## src/rtl/cascade_timer_group.sv

```systemverilog
module cascade_timer_group (
  input  logic        clk,
  input  logic        rst_n,
  input  logic        wr_en,
  input  logic [8:0]  addr,
  input  logic [31:0] wdata,
  output logic [31:0] rdata,
  output logic [3:0]  irq_n
);

  localparam int          NT        = 4;
  localparam logic [8:0]  CTRL_ADDR = 9'h100;
  localparam logic [31:0] CTRL_MASK = 32'h0700_0307;

  logic [31:0] ctrl;
  logic [5:0]  pcnt, div_m1;
  logic        tick;
  logic [30:0] cnt  [NT];
  logic [31:0] base [NT];
  logic [31:0] vec  [NT];
  logic [31:0] dst  [NT];
  logic        tog  [NT];
  logic        pend [NT];
  logic [2:0]  casc;
  logic [3:0]  lo, hi, busy, wr_cur, wr_base;
  logic        t_hit, ctrl_wr;
  logic [1:0]  t_idx, t_reg;

  assign t_hit   = !addr[8] && addr[3:0] == 4'd0;
  assign t_idx   = addr[7:6];
  assign t_reg   = addr[5:4];
  assign ctrl_wr = wr_en && addr == CTRL_ADDR;

  always_comb
    case (ctrl[9:8])
      2'd0:    div_m1 = 6'd7;
      2'd1:    div_m1 = 6'd15;
      2'd2:    div_m1 = 6'd31;
      default: div_m1 = 6'd63;
    endcase

  assign tick    = pcnt == div_m1;
  assign casc[0] = ctrl[0];
  assign casc[1] = ctrl[1] & ~casc[0];
  assign casc[2] = ctrl[2] & ~casc[1];
  assign lo      = {1'b0, casc};
  assign hi      = {casc, 1'b0};

  always_ff @(posedge clk or negedge rst_n)
    if (!rst_n) begin
      ctrl <= '0;
      pcnt <= '0;
    end else begin
      if (ctrl_wr) ctrl <= wdata & CTRL_MASK;
      if (ctrl_wr && wdata[9:8] != ctrl[9:8]) pcnt <= '0;
      else if (tick)                          pcnt <= '0;
      else                                    pcnt <= pcnt + 6'd1;
    end

  assert_prescale_range_R4: assert property (@(posedge clk) disable iff (!rst_n)
    pcnt <= div_m1);

  for (genvar i = 0; i < NT; i++) begin : g_t
    localparam int DN = (i == 0) ? 0 : i - 1;
    localparam int UP = (i == NT - 1) ? NT - 1 : i + 1;

    assign wr_cur[i]  = wr_en && t_hit && t_idx == 2'(i) && t_reg == 2'd0;
    assign wr_base[i] = wr_en && t_hit && t_idx == 2'(i) && t_reg == 2'd1;
    assign busy[i]    = lo[i] ? !base[UP][31] : !base[i][31];
    assign irq_n[i]   = !pend[i];

    always_ff @(posedge clk or negedge rst_n)
      if (!rst_n) begin
        cnt[i]  <= '0;
        base[i] <= 32'h8000_0000;
        tog[i]  <= 1'b0;
        pend[i] <= 1'b0;
      end else if (wr_cur[i]) begin
        cnt[i]  <= '0;
        tog[i]  <= 1'b0;
        pend[i] <= 1'b0;
      end else if (wr_base[i]) begin
        base[i] <= wdata;
        if (base[i][31] && !wdata[31]) cnt[i] <= wdata[30:0];
      end else if (tick && busy[i]) begin
        if (lo[i]) begin
          if (cnt[i] > 31'd1)        cnt[i] <= cnt[i] - 31'd1;
          else if (cnt[UP] != '0)    cnt[i] <= (cnt[i] == 31'd1) ? 31'd0 : '1;
          else                       cnt[i] <= base[i][30:0];
        end else if (hi[i]) begin
          if (cnt[DN] == '0 && cnt[i] != '0)
            cnt[i] <= cnt[i] - 31'd1;
          else if (cnt[i] == '0 && cnt[DN] <= 31'd1) begin
            cnt[i] <= base[i][30:0];
            if (cnt[DN] == 31'd1) begin
              tog[i]  <= !tog[i];
              pend[i] <= 1'b1;
            end
          end
        end else begin
          if (cnt[i] > 31'd1) cnt[i] <= cnt[i] - 31'd1;
          else begin
            cnt[i] <= base[i][30:0];
            if (cnt[i] == 31'd1) begin
              tog[i]  <= !tog[i];
              pend[i] <= 1'b1;
            end
          end
        end
      end

    assert_irq_on_tick_R5: assert property (@(posedge clk) disable iff (!rst_n)
      $rose(pend[i]) |-> $past(tick));
    assert_lower_silent_R10: assert property (@(posedge clk) disable iff (!rst_n)
      $rose(pend[i]) |-> !$past(lo[i]));
    assert_clear_R6: assert property (@(posedge clk) disable iff (!rst_n)
      wr_cur[i] |=> !pend[i]);
    assert_hold_R3: assert property (@(posedge clk) disable iff (!rst_n)
      (!busy[i] && !wr_cur[i] && !wr_base[i]) |=> $stable(cnt[i]));
  end

  always_ff @(posedge clk or negedge rst_n)
    if (!rst_n) begin
      for (int k = 0; k < NT; k++) begin
        vec[k] <= '0;
        dst[k] <= '0;
      end
    end else if (wr_en && t_hit) begin
      if (t_reg == 2'd2) vec[t_idx] <= wdata;
      if (t_reg == 2'd3) dst[t_idx] <= wdata;
    end

  always_comb begin
    rdata = '0;
    if (addr == CTRL_ADDR) rdata = ctrl;
    else if (t_hit)
      case (t_reg)
        2'd0:    rdata = {tog[t_idx], cnt[t_idx]};
        2'd1:    rdata = base[t_idx];
        2'd2:    rdata = vec[t_idx];
        default: rdata = dst[t_idx];
      endcase
  end

endmodule

```

## config.mk

```make
export PLATFORM = sky130hd
export DESIGN_NAME = cascade_timer_group
export DESIGN_NICKNAME = d
export VERILOG_FILES = /design/src/rtl/cascade_timer_group.sv
export SDC_FILE = /design/constraint.sdc
export NUM_CORES = 1
export LEC_CHECK = 0
export ABC_AREA = 0
export CAP_MARGIN = 10
export CORE_MARGIN = 5
export CORE_UTILIZATION = 45
export CTS_CLUSTER_DIAMETER = 40
export DETAILED_ROUTE_END_ITERATION = 7
export PLACE_DENSITY = 0.63
export SLEW_MARGIN = 20
export SYNTH_ARGS = -nofsm -noshare
export SYNTH_HDL_FRONTEND = slang
export SYNTH_SLANG_ARGS = --single-unit
```

## constraint.sdc

```tcl
create_clock -name clk -period 6.4 [get_ports clk]
set_input_delay 1.92 -clock clk [delete_from_list [all_inputs] [get_ports clk]]
set_output_delay 1.92 -clock clk [all_outputs]
set_load 0.02 [all_outputs]
```

== After elaboration in Yosys (flattened, before gate mapping) ==
Cells that the tools add are included.

* Bits in registers: 530
* Logic and storage cells: 309
* Output and inout port bits: 36

* Reductions and logical operators: 82
* Equality and inequality tests: 42
* Bitwise operators: 9
* Multiplexer cells: 136
* $add $sub $neg: 5
* Order comparisons: 9

{| class="wikitable"
|+ Operators by type and width
! kind !! count
|-
| $mux W31 || 43
|-
| $mux W32 || 9
|-
| $bwmux W128 || 2
|-
| $bmux W32 S2 || 3
|-
| $eq A31 B1 Y1 const B || 4
|-
| $gt A31 B1 Y1 const B || 4
|-
| $logic_not A31 Y1 || 4
|-
| $sub A31 B1 Y31 const B || 4
|-
| $pmux W32 S3 || 1
|-
| $le A31 B1 Y1 const B || 3
|-
| $reduce_bool A31 Y1 || 3
|-
| $mux W1 || 72
|-
| $demux W32 S2 || 1
|-
| $bmux W31 S2 || 1
|-
| $logic_and A1 B1 Y1 || 31
|-
| $reduce_bool A3 Y1 || 7
|-
| $ne A3 B1 Y1 const B || 6
|-
| $ne A3 B3 Y1 const B || 6
|-
| $pmux W6 S3 || 1
|-
| $reduce_and A8 Y1 || 2
|-
| $logic_not A1 Y1 || 14
|-
| $reduce_and A2 Y1 || 7
|-
| $mux W6 || 2
|-
| $ne A3 B2 Y1 const B || 4
|-
| other kinds (22) || 49
|}

== Logic depth before layout (Yosys ltp) ==
Gate-level depths: netlist of the first run.

* Word-level depth: 9
* Gate-level depth with buffers: 13

== Worst setup path after synthesis of the first run ==
OpenSTA, ideal clock, no wires.

* Path type: input to output
* From: input port addr[7]
* To: output port rdata[18]
* Setup slack: 94 ps
* Data arrival time: 4386 ps
* Stages: 7
* Cells stage by stage: clkbuf_1 -> buf_1 -> clkbuf_1 -> buf_1 -> mux4_2 -> mux4_2 -> and2_1

* Word-level cells in the longest chain between the ends: 7

{| class="wikitable"
|+ Ends and longest elaborated chain
! element !! RTL line !! text
|-
| start, declared || 5 || <nowiki>input logic [8:0] addr,</nowiki>
|-
| $not A2 Y3 (implied by the code) || - ||
|-
| $bmux W32 S2 (tied with other cells) || 141 || <nowiki>default: rdata = dst[t_idx];</nowiki>
|-
| $mux W32 (implied by the code) (tied with other cells) (2 in series) || 141 ||
|-
| $pmux W32 S3 || 137 || <nowiki>case (t_reg)</nowiki>
|-
| $mux W32 || 136 || <nowiki>else if (t_hit)</nowiki>
|-
| $mux W32 (*) || 135 || <nowiki>if (addr == CTRL_ADDR) rdata = ctrl;</nowiki>
|-
| end, declared || 7 || <nowiki>output logic [31:0] rdata,</nowiki>
|}

Mark *: on every way between the ends. The rest lies on a longest branch, timed or not. The select of a mux whose other input is x is not followed.

== Worst setup path after layout of the first run ==
* From: input port addr[1]
* To: output port rdata[1]

* Word-level cells in the longest chain between the ends: 4

{| class="wikitable"
|+ Ends and longest elaborated chain
! element !! RTL line !! text
|-
| $logic_not A4 Y1 || 29 || <nowiki>assign t_hit = !addr[8] && addr[3:0] == 4'd0;</nowiki>
|-
| $logic_and A1 B1 Y1 || 29 ||
|-
| $mux W32 || 136 ||
|-
| $mux W32 (*) || 135 ||
|}

Mark *: on every way between the ends. The rest lies on a longest branch, timed or not.

==> run summary, run 1 <==
Crit-path slowest cell: sky130_fd_sc_hd__clkdlybuf4s50_1
synthesized area per cell: 10.6 µm²
global-route wire length before repair: 161000 µm
WP data arrival: 4.36 ns
vias in the first global route: 25200
worst max-slew margin expressed relative to the limit: 0.192
final design instance area without fill: 0.0351 mm²
startpoint types: input pin
count of H-tree levels built during CTS: 3
crit path time final: 6.28 ns
power after layout: 0.0140 W
x dimension of the die: 269 µm
Netlist Area Pre-Place: 0.0301 mm²
Synthesized Nets: 2899
remaining global-route overflow: 0
Buf/Inv on CP: 3
Placeable Area: 0.0661 mm²
number of placed I/O pins: 80
CP max stage delay: 0.64 ns
final net count: 2924
Gates resized, CTS repair: 0
Max Buffers Root-to-Sink: 3
YS warnings: 0
main flop type after synthesis: sky130_fd_sc_hd__dfrtp_1
sum of negative setup slack: 0 ns
library cell used as clock root buffer: sky130_fd_sc_hd__clkbuf_16
clock-pin slew of the registers on the worst-case setup and hold paths: 0.05 ns
number of DRC violations after detailed-routing iteration 0: 2906
setup violation total in the final timing report: 0
gate count after technology mapping: 2844
die area: 0.0722 mm²
largest net degree at the start of global routing: 155
Initial Util: 0.456
CTS Hold Bufs: 0
TritonCTS Buffers: 86
height of the die: 269 µm
most used cell, CP: sky130_fd_sc_hd__clkdlybuf4s50_1
type of the worst setup path: in -> out
Worst Max-Slew Pin Slew: 1.20 ns
half-perimeter wire length after placement: 70400 µm
area overhead of the layout relative to synthesis: 16.3%
commonest non-fill, non-tap cell in the layout: sky130_fd_sc_hd__dfrtp_1
Max-cap violations: 0
largest delay contributor family on the critical path: buffers and inverters
Avg WL per Cell: 27.7 µm
Power Density: 399 mW/mm²
number of detailed-route iterations in the first pass: 6
layout cell share with drive strength beyond 1: 0.256
std cell rows: 94
TritonCTS clock tree: done
antenna violations before repair: 1
top cell type by total area after synthesis: sky130_fd_sc_hd__dfrtp_1
leading cell types by total area after synthesis: sky130_fd_sc_hd__dfrtp_1, sky130_fd_sc_hd__mux4_2, sky130_fd_sc_hd__mux2_2, sky130_fd_sc_hd__nand2_1, sky130_fd_sc_hd__clkbuf_1
Total Routing Usage GR: 0.291
antenna-violating nets left: 0
vias post-DR: 25300
cells along the critical path: clkdlybuf4s50_1 -> or4_1 -> nor4_2 -> buf_12 -> a22o_1 -> clkdlybuf4s50_1
last weighted congestion value of the routability-driven placer: 0.980
total routed wirelength: 105000 µm
DRC violations left: 0
data required time of the worst path: 4.48 ns
worst-path fanout max: 9
diode insertion count for antenna repair: 0
Hold WC Path Type: reg -> reg
number of slew-limit violations in the final report: 0
unrepaired setup endpoints after global routing: false
most frequent cells in the layout: sky130_fd_sc_hd__dfrtp_1, sky130_fd_sc_hd__nand2_1, sky130_fd_sc_hd__mux2_2
number of flip-flops and latches in the synthesized netlist: 530
number of synthesized flops with an enable pin: 0
share of the clock period used by the worst path after layout: 0.981
kind of capture point of the worst setup path: output pin
final core utilization: 0.530
outcome: finished clean
Max Clock Freq: 159 MHz
Sinks on Clock Net: 530
instance area at placement: 0.0322 mm²
count of endpoints failing hold in the final timing report: 0
proportion of synthesized chip area in sequential cells: 0.440
I/O Buffers: 79
proportion of synthesized flip-flops having asynchronous set or reset: 1.00
worst-skew pair later-pin latency: 0.64 ns
Cell variety after synth: 72
share of the synthesized area in the top cell type: 0.437
maximum clock skew at final layout: 0.0194 ns
number of buffers inserted by post-CTS setup repair: 0
vias per cell: 6.66
peak supply drop: 259 µV
leakage: 15.4 nW
[power breakdown]
group	switching [W]	internal, W
Clock	0.00189	0.00274
Combinational	0.00280	0.00200
Sequential	0.000813	0.00376
Total	0.00550	0.00849
[cells in the mapped netlist (6+ instances only)]
| library cell | instances |
|---|---|
| sky130_fd_sc_hd__buf_2 | 11 |
| sky130_fd_sc_hd__a21oi_1 | 63 |
| sky130_fd_sc_hd__nand3_1 | 33 |
| sky130_fd_sc_hd__and2_1 | 28 |
| sky130_fd_sc_hd__a221o_1 | 17 |
| sky130_fd_sc_hd__a211oi_1 | 7 |
| sky130_fd_sc_hd__o21ai_0 | 118 |
| sky130_fd_sc_hd__a22oi_1 | 18 |
| sky130_fd_sc_hd__or3_1 | 22 |
| sky130_fd_sc_hd__mux4_2 | 160 |
| sky130_fd_sc_hd__xor2_1 | 57 |
| sky130_fd_sc_hd__nor2b_1 | 6 |
| sky130_fd_sc_hd__o21ai_1 | 24 |
| sky130_fd_sc_hd__o31ai_1 | 12 |
| sky130_fd_sc_hd__a22o_1 | 37 |
| sky130_fd_sc_hd__nand4_1 | 18 |
| sky130_fd_sc_hd__and3_1 | 10 |
| sky130_fd_sc_hd__clkbuf_1 | 206 |
| sky130_fd_sc_hd__dfrtp_1 | 526 |
| sky130_fd_sc_hd__xnor2_1 | 57 |
| sky130_fd_sc_hd__ha_1 | 11 |
| sky130_fd_sc_hd__nor2_1 | 197 |
| sky130_fd_sc_hd__and4_1 | 6 |
| sky130_fd_sc_hd__nand2_1 | 470 |
| sky130_fd_sc_hd__buf_1 | 22 |
| sky130_fd_sc_hd__a2111oi_0 | 9 |
| sky130_fd_sc_hd__o2111ai_1 | 6 |
| sky130_fd_sc_hd__inv_1 | 20 |
| sky130_fd_sc_hd__a31oi_1 | 87 |
| sky130_fd_sc_hd__mux2_2 | 286 |
| sky130_fd_sc_hd__or4_1 | 25 |
| sky130_fd_sc_hd__o21a_1 | 7 |
| sky130_fd_sc_hd__nor3_1 | 52 |
| sky130_fd_sc_hd__o221ai_1 | 20 |
| sky130_fd_sc_hd__nor4_1 | 37 |
| sky130_fd_sc_hd__o211ai_1 | 68 |
| sky130_fd_sc_hd__mux2i_1 | 9 |
| sky130_fd_sc_hd__nand2b_1 | 8 |
[final timing paths]
check,start,end,slack [ns],cells past startpoint
max,addr[1],rdata[1],0.12,6
min,pcnt[0],pcnt[0],0.46,1
max reg2reg,cnt[31],cnt[13],1.59,11
min reg2reg,pcnt[0],pcnt[0],0.46,1
max in group asynchronous,rst_n,dst[116],3.80,2
min in group asynchronous,rst_n,dst[75],1.26,1
[registers in the layout (all words and copies together), names as in the netlist]
name and count:
base 128, dst 128, vec 128, cnt 124, ctrl 8, pcnt 6, pend 4, tog 4
[routing by layer]
metal	global-route usage	wire length [µm]
met1	0.399	42000
met2	0.448	48200
met3	0.0667	10400
met5	0	7
met4	0.123	4730
[worst register-to-register path, stage by stage, from the launching register on]
cell and delay, ns:
sky130_fd_sc_hd__dfrtp_1 0.51, sky130_fd_sc_hd__inv_1 0.11, sky130_fd_sc_hd__ha_1 0.24, sky130_fd_sc_hd__or4b_1 0.56, sky130_fd_sc_hd__or4b_1 0.81, sky130_fd_sc_hd__nor3_2 0.50
sky130_fd_sc_hd__nand2_1 0.30, sky130_fd_sc_hd__o21ai_4 0.95, sky130_fd_sc_hd__buf_12 0.30, sky130_fd_sc_hd__nor2_1 0.11, sky130_fd_sc_hd__a31oi_1 0.16, sky130_fd_sc_hd__a31oi_1 0.11
[cells by family (layout without fill, tap and decap cells)]
kind of cell,count (synthesis),in the layout,synth area share
AOI/OAI and AO/OA,533,533,0.119
xor gates and xnor gates,114,114,0.0331
adders and majority gates,11,11,0.00457
buffers and inverters,263,357,0.0340
DFF,530,530,0.440
muxes,455,455,0.229
and+or+nand+nor,938,938,0.140
[per-stage QoR]
stage,instances,setup slack (ns),hold WS [ns]
detailed placement,3644,0.107,0.454
CTS,3801,0.0922,0.467
finish,3802,0.122,0.461
floorplan,2844,0.0944,0.430
global route,3802,0.0595,0.490
global placement,3644,0.0837,0.446
[area by class of cell]
cell class	count	area, µm²
well taps	864	1080
inverters	21	78.8
clock buffers	95	2280
flip-flops and latches	530	13300
repair buffers	179	1730
fillers	5629	31000
multi-input cells	2051	16000
clock inverters	62	596
(Power assumes the default switching activity.)
==> run 2, diff against run 1 <==
--- a/config.mk
+++ b/config.mk
@@ -7,9 +7,10 @@
 export LEC_CHECK = 0
 export ABC_AREA = 0
 export CAP_MARGIN = 10
-export CORE_MARGIN = 5
+export CORE_MARGIN = 3
 export CORE_UTILIZATION = 45
 export CTS_CLUSTER_DIAMETER = 40
+export CTS_CLUSTER_SIZE = 30
 export DETAILED_ROUTE_END_ITERATION = 7
 export PLACE_DENSITY = 0.63
 export SLEW_MARGIN = 20
==> run summary, run 2 (same netlist as run 1, synthesis figures left out) <==
sum of negative setup slack: 0 ns
Crit-path slowest cell: sky130_fd_sc_hd__or4_1
power after layout: 0.0147 W
Total Routing Usage GR: 0.306
TritonCTS clock tree: done
Avg WL per Cell: 28.2 µm
number of slew-limit violations in the final report: 0
FILL cells: 5617
die area: 0.0701 mm²
most used cell, CP: sky130_fd_sc_hd__clkdlybuf4s50_1
final core utilization: 0.538
library cell used as clock root buffer: sky130_fd_sc_hd__clkbuf_16
count of H-tree levels built during CTS: 3
startpoint types: input pin
clock-pin slew of the registers on the worst-case setup and hold paths: 0.05 ns
Max-cap violations: 0
Placeable Area: 0.0661 mm²
worst max-slew margin expressed relative to the limit: 0.189
global-route wire length before repair: 163000 µm
number of placed I/O pins: 80
largest net degree at the start of global routing: 125
maximum clock skew at final layout: 0.0284 ns
Worst Setup Slack post-DPL: 0.122 ns
Cell Count Post-Placement: 3639
total routed wirelength: 108000 µm
commonest non-fill, non-tap cell in the layout: sky130_fd_sc_hd__dfrtp_1
final setup margin: 0.0909 ns
vias in the first global route: 25700
Gates resized, CTS repair: 0
number of DRC violations after detailed-routing iteration 0: 3060
CTS Hold Bufs: 0
data required time of the worst path: 4.48 ns
peak supply drop: 313 µV
Sinks on Clock Net: 530
Max Clock Freq: 159 MHz
Power Density: 413 mW/mm²
remaining global-route overflow: 0
x dimension of the die: 265 µm
Max Buffers Root-to-Sink: 3
worst-skew pair later-pin latency: 0.64 ns
crit path time final: 6.31 ns
antenna violations before repair: 3
number of detailed-route iterations in the first pass: 6
final net count: 2923
last weighted congestion value of the routability-driven placer: 0.989
outcome: finished clean
std cell rows: 94
share of the clock period used by the worst path after layout: 0.986
layout cell share with drive strength beyond 1: 0.256
number of buffers inserted by post-CTS setup repair: 0
DRC violations left: 0
cells along the critical path: clkdlybuf4s50_1 -> or4_1 -> nor4_2 -> buf_4 -> a22o_1 -> clkdlybuf4s50_1
leakage: 15.6 nW
height of the die: 265 µm
vias per cell: 6.66
count of endpoints failing hold in the final timing report: 0
Hold WC Path Type: reg -> reg
CP max stage delay: 0.63 ns
TritonCTS Buffers: 90
setup violation total in the final timing report: 0
Final Non-Filler Cells: 3812
Initial Util: 0.456
antenna-violating nets left: 0
registers with the highest flip-flop counts: base (128), dst (128), vec (128)
WP data arrival: 4.39 ns
Worst Max-Slew Pin Slew: 1.21 ns
half-perimeter wire length after placement: 70700 µm
unrepaired setup endpoints after global routing: false
worst-path fanout max: 9
I/O Buffers: 79
area overhead of the layout relative to synthesis: 18.0%
vias post-DR: 25400
type of the worst setup path: in -> out
kind of capture point of the worst setup path: output pin
most frequent cells in the layout: sky130_fd_sc_hd__dfrtp_1, sky130_fd_sc_hd__nand2_1, sky130_fd_sc_hd__mux2_2
==> run 2: cell count changes in the layout (fill, tap and decap cells not counted), moves of 4 or more <==
cell	before	now
sky130_fd_sc_hd__clkbuf_8	4	10
sky130_fd_sc_hd__inv_6	21	9
sky130_fd_sc_hd__buf_12	15	21
sky130_fd_sc_hd__clkinv_4	11	5
sky130_fd_sc_hd__buf_4	84	73
sky130_fd_sc_hd__clkbuf_16	89	93
sky130_fd_sc_hd__bufinv_16	2	13
==> run 2: layout make-up <==
| class | count | area [µm²] | share of cell area |
|---|---|---|---|
| clock inverter | 62 | 847 | 0.0238 |
| timing repair buffer | 174 | 1790 | 0.0502 |
| inverter | 21 | 78.8 | 0.00222 |
| tap | 864 | 1080 | 0.0304 |
| antenna | 3 | 7.51 | 0.000211 |
| multi-input combinational | 2051 | 16000 | 0.451 |
| clock buffer | 107 | 2470 | 0.0695 |
| sequential | 530 | 13300 | 0.373 |
==> run 2: final timing paths <==
kind                                   to  startpoint  cells after the start  slack (ns)
max in group asynchronous       base[122]       rst_n                      3        3.89
min in group asynchronous         vec[20]       rst_n                      1        1.14
worst max register to register    cnt[31]     cnt[31]                     10        1.47
worst min-delay path              pcnt[0]     pcnt[0]                      1        0.48
worst max-delay path             rdata[1]     addr[1]                      6        0.09
worst min register to register    pcnt[0]     pcnt[0]                      1        0.48
==> run 2: report_power, final <==
part           total [W]  internal [W]  switching, W  leakage [nW]
clock network    0.00526       0.00335       0.00191          1.60
registers        0.00458       0.00376      0.000817          7.12
logic            0.00483       0.00199       0.00284          6.89
==> run 2: stage by stage <==
step	hold slack (ns)	area, µm²
2_1_floorplan	0.430	30100
3_3_place_gp	0.446	32200
3_5_place_dp	0.464	32200
4_1_cts	0.489	35500
5_1_grt	0.506	35600
6_report	0.484	35600
==> run 2: routing by layer <==
metal,routed length [µm],vias up,track usage
li1,-,10600,-
met2,48700,1545,0.473
met1,42600,12900,0.412
met3,10800,328,0.0660
met5,13,-,0
met4,5470,2,0.151
==> run 2: worst max-delay path: cells and delay by family <==
kind | cells | cell delay (ns)
and+or+nand+nor | 2 | 0.88
AOI/OAI and AO/OA | 1 | 0.24
buffers and inverters | 3 | 1.34
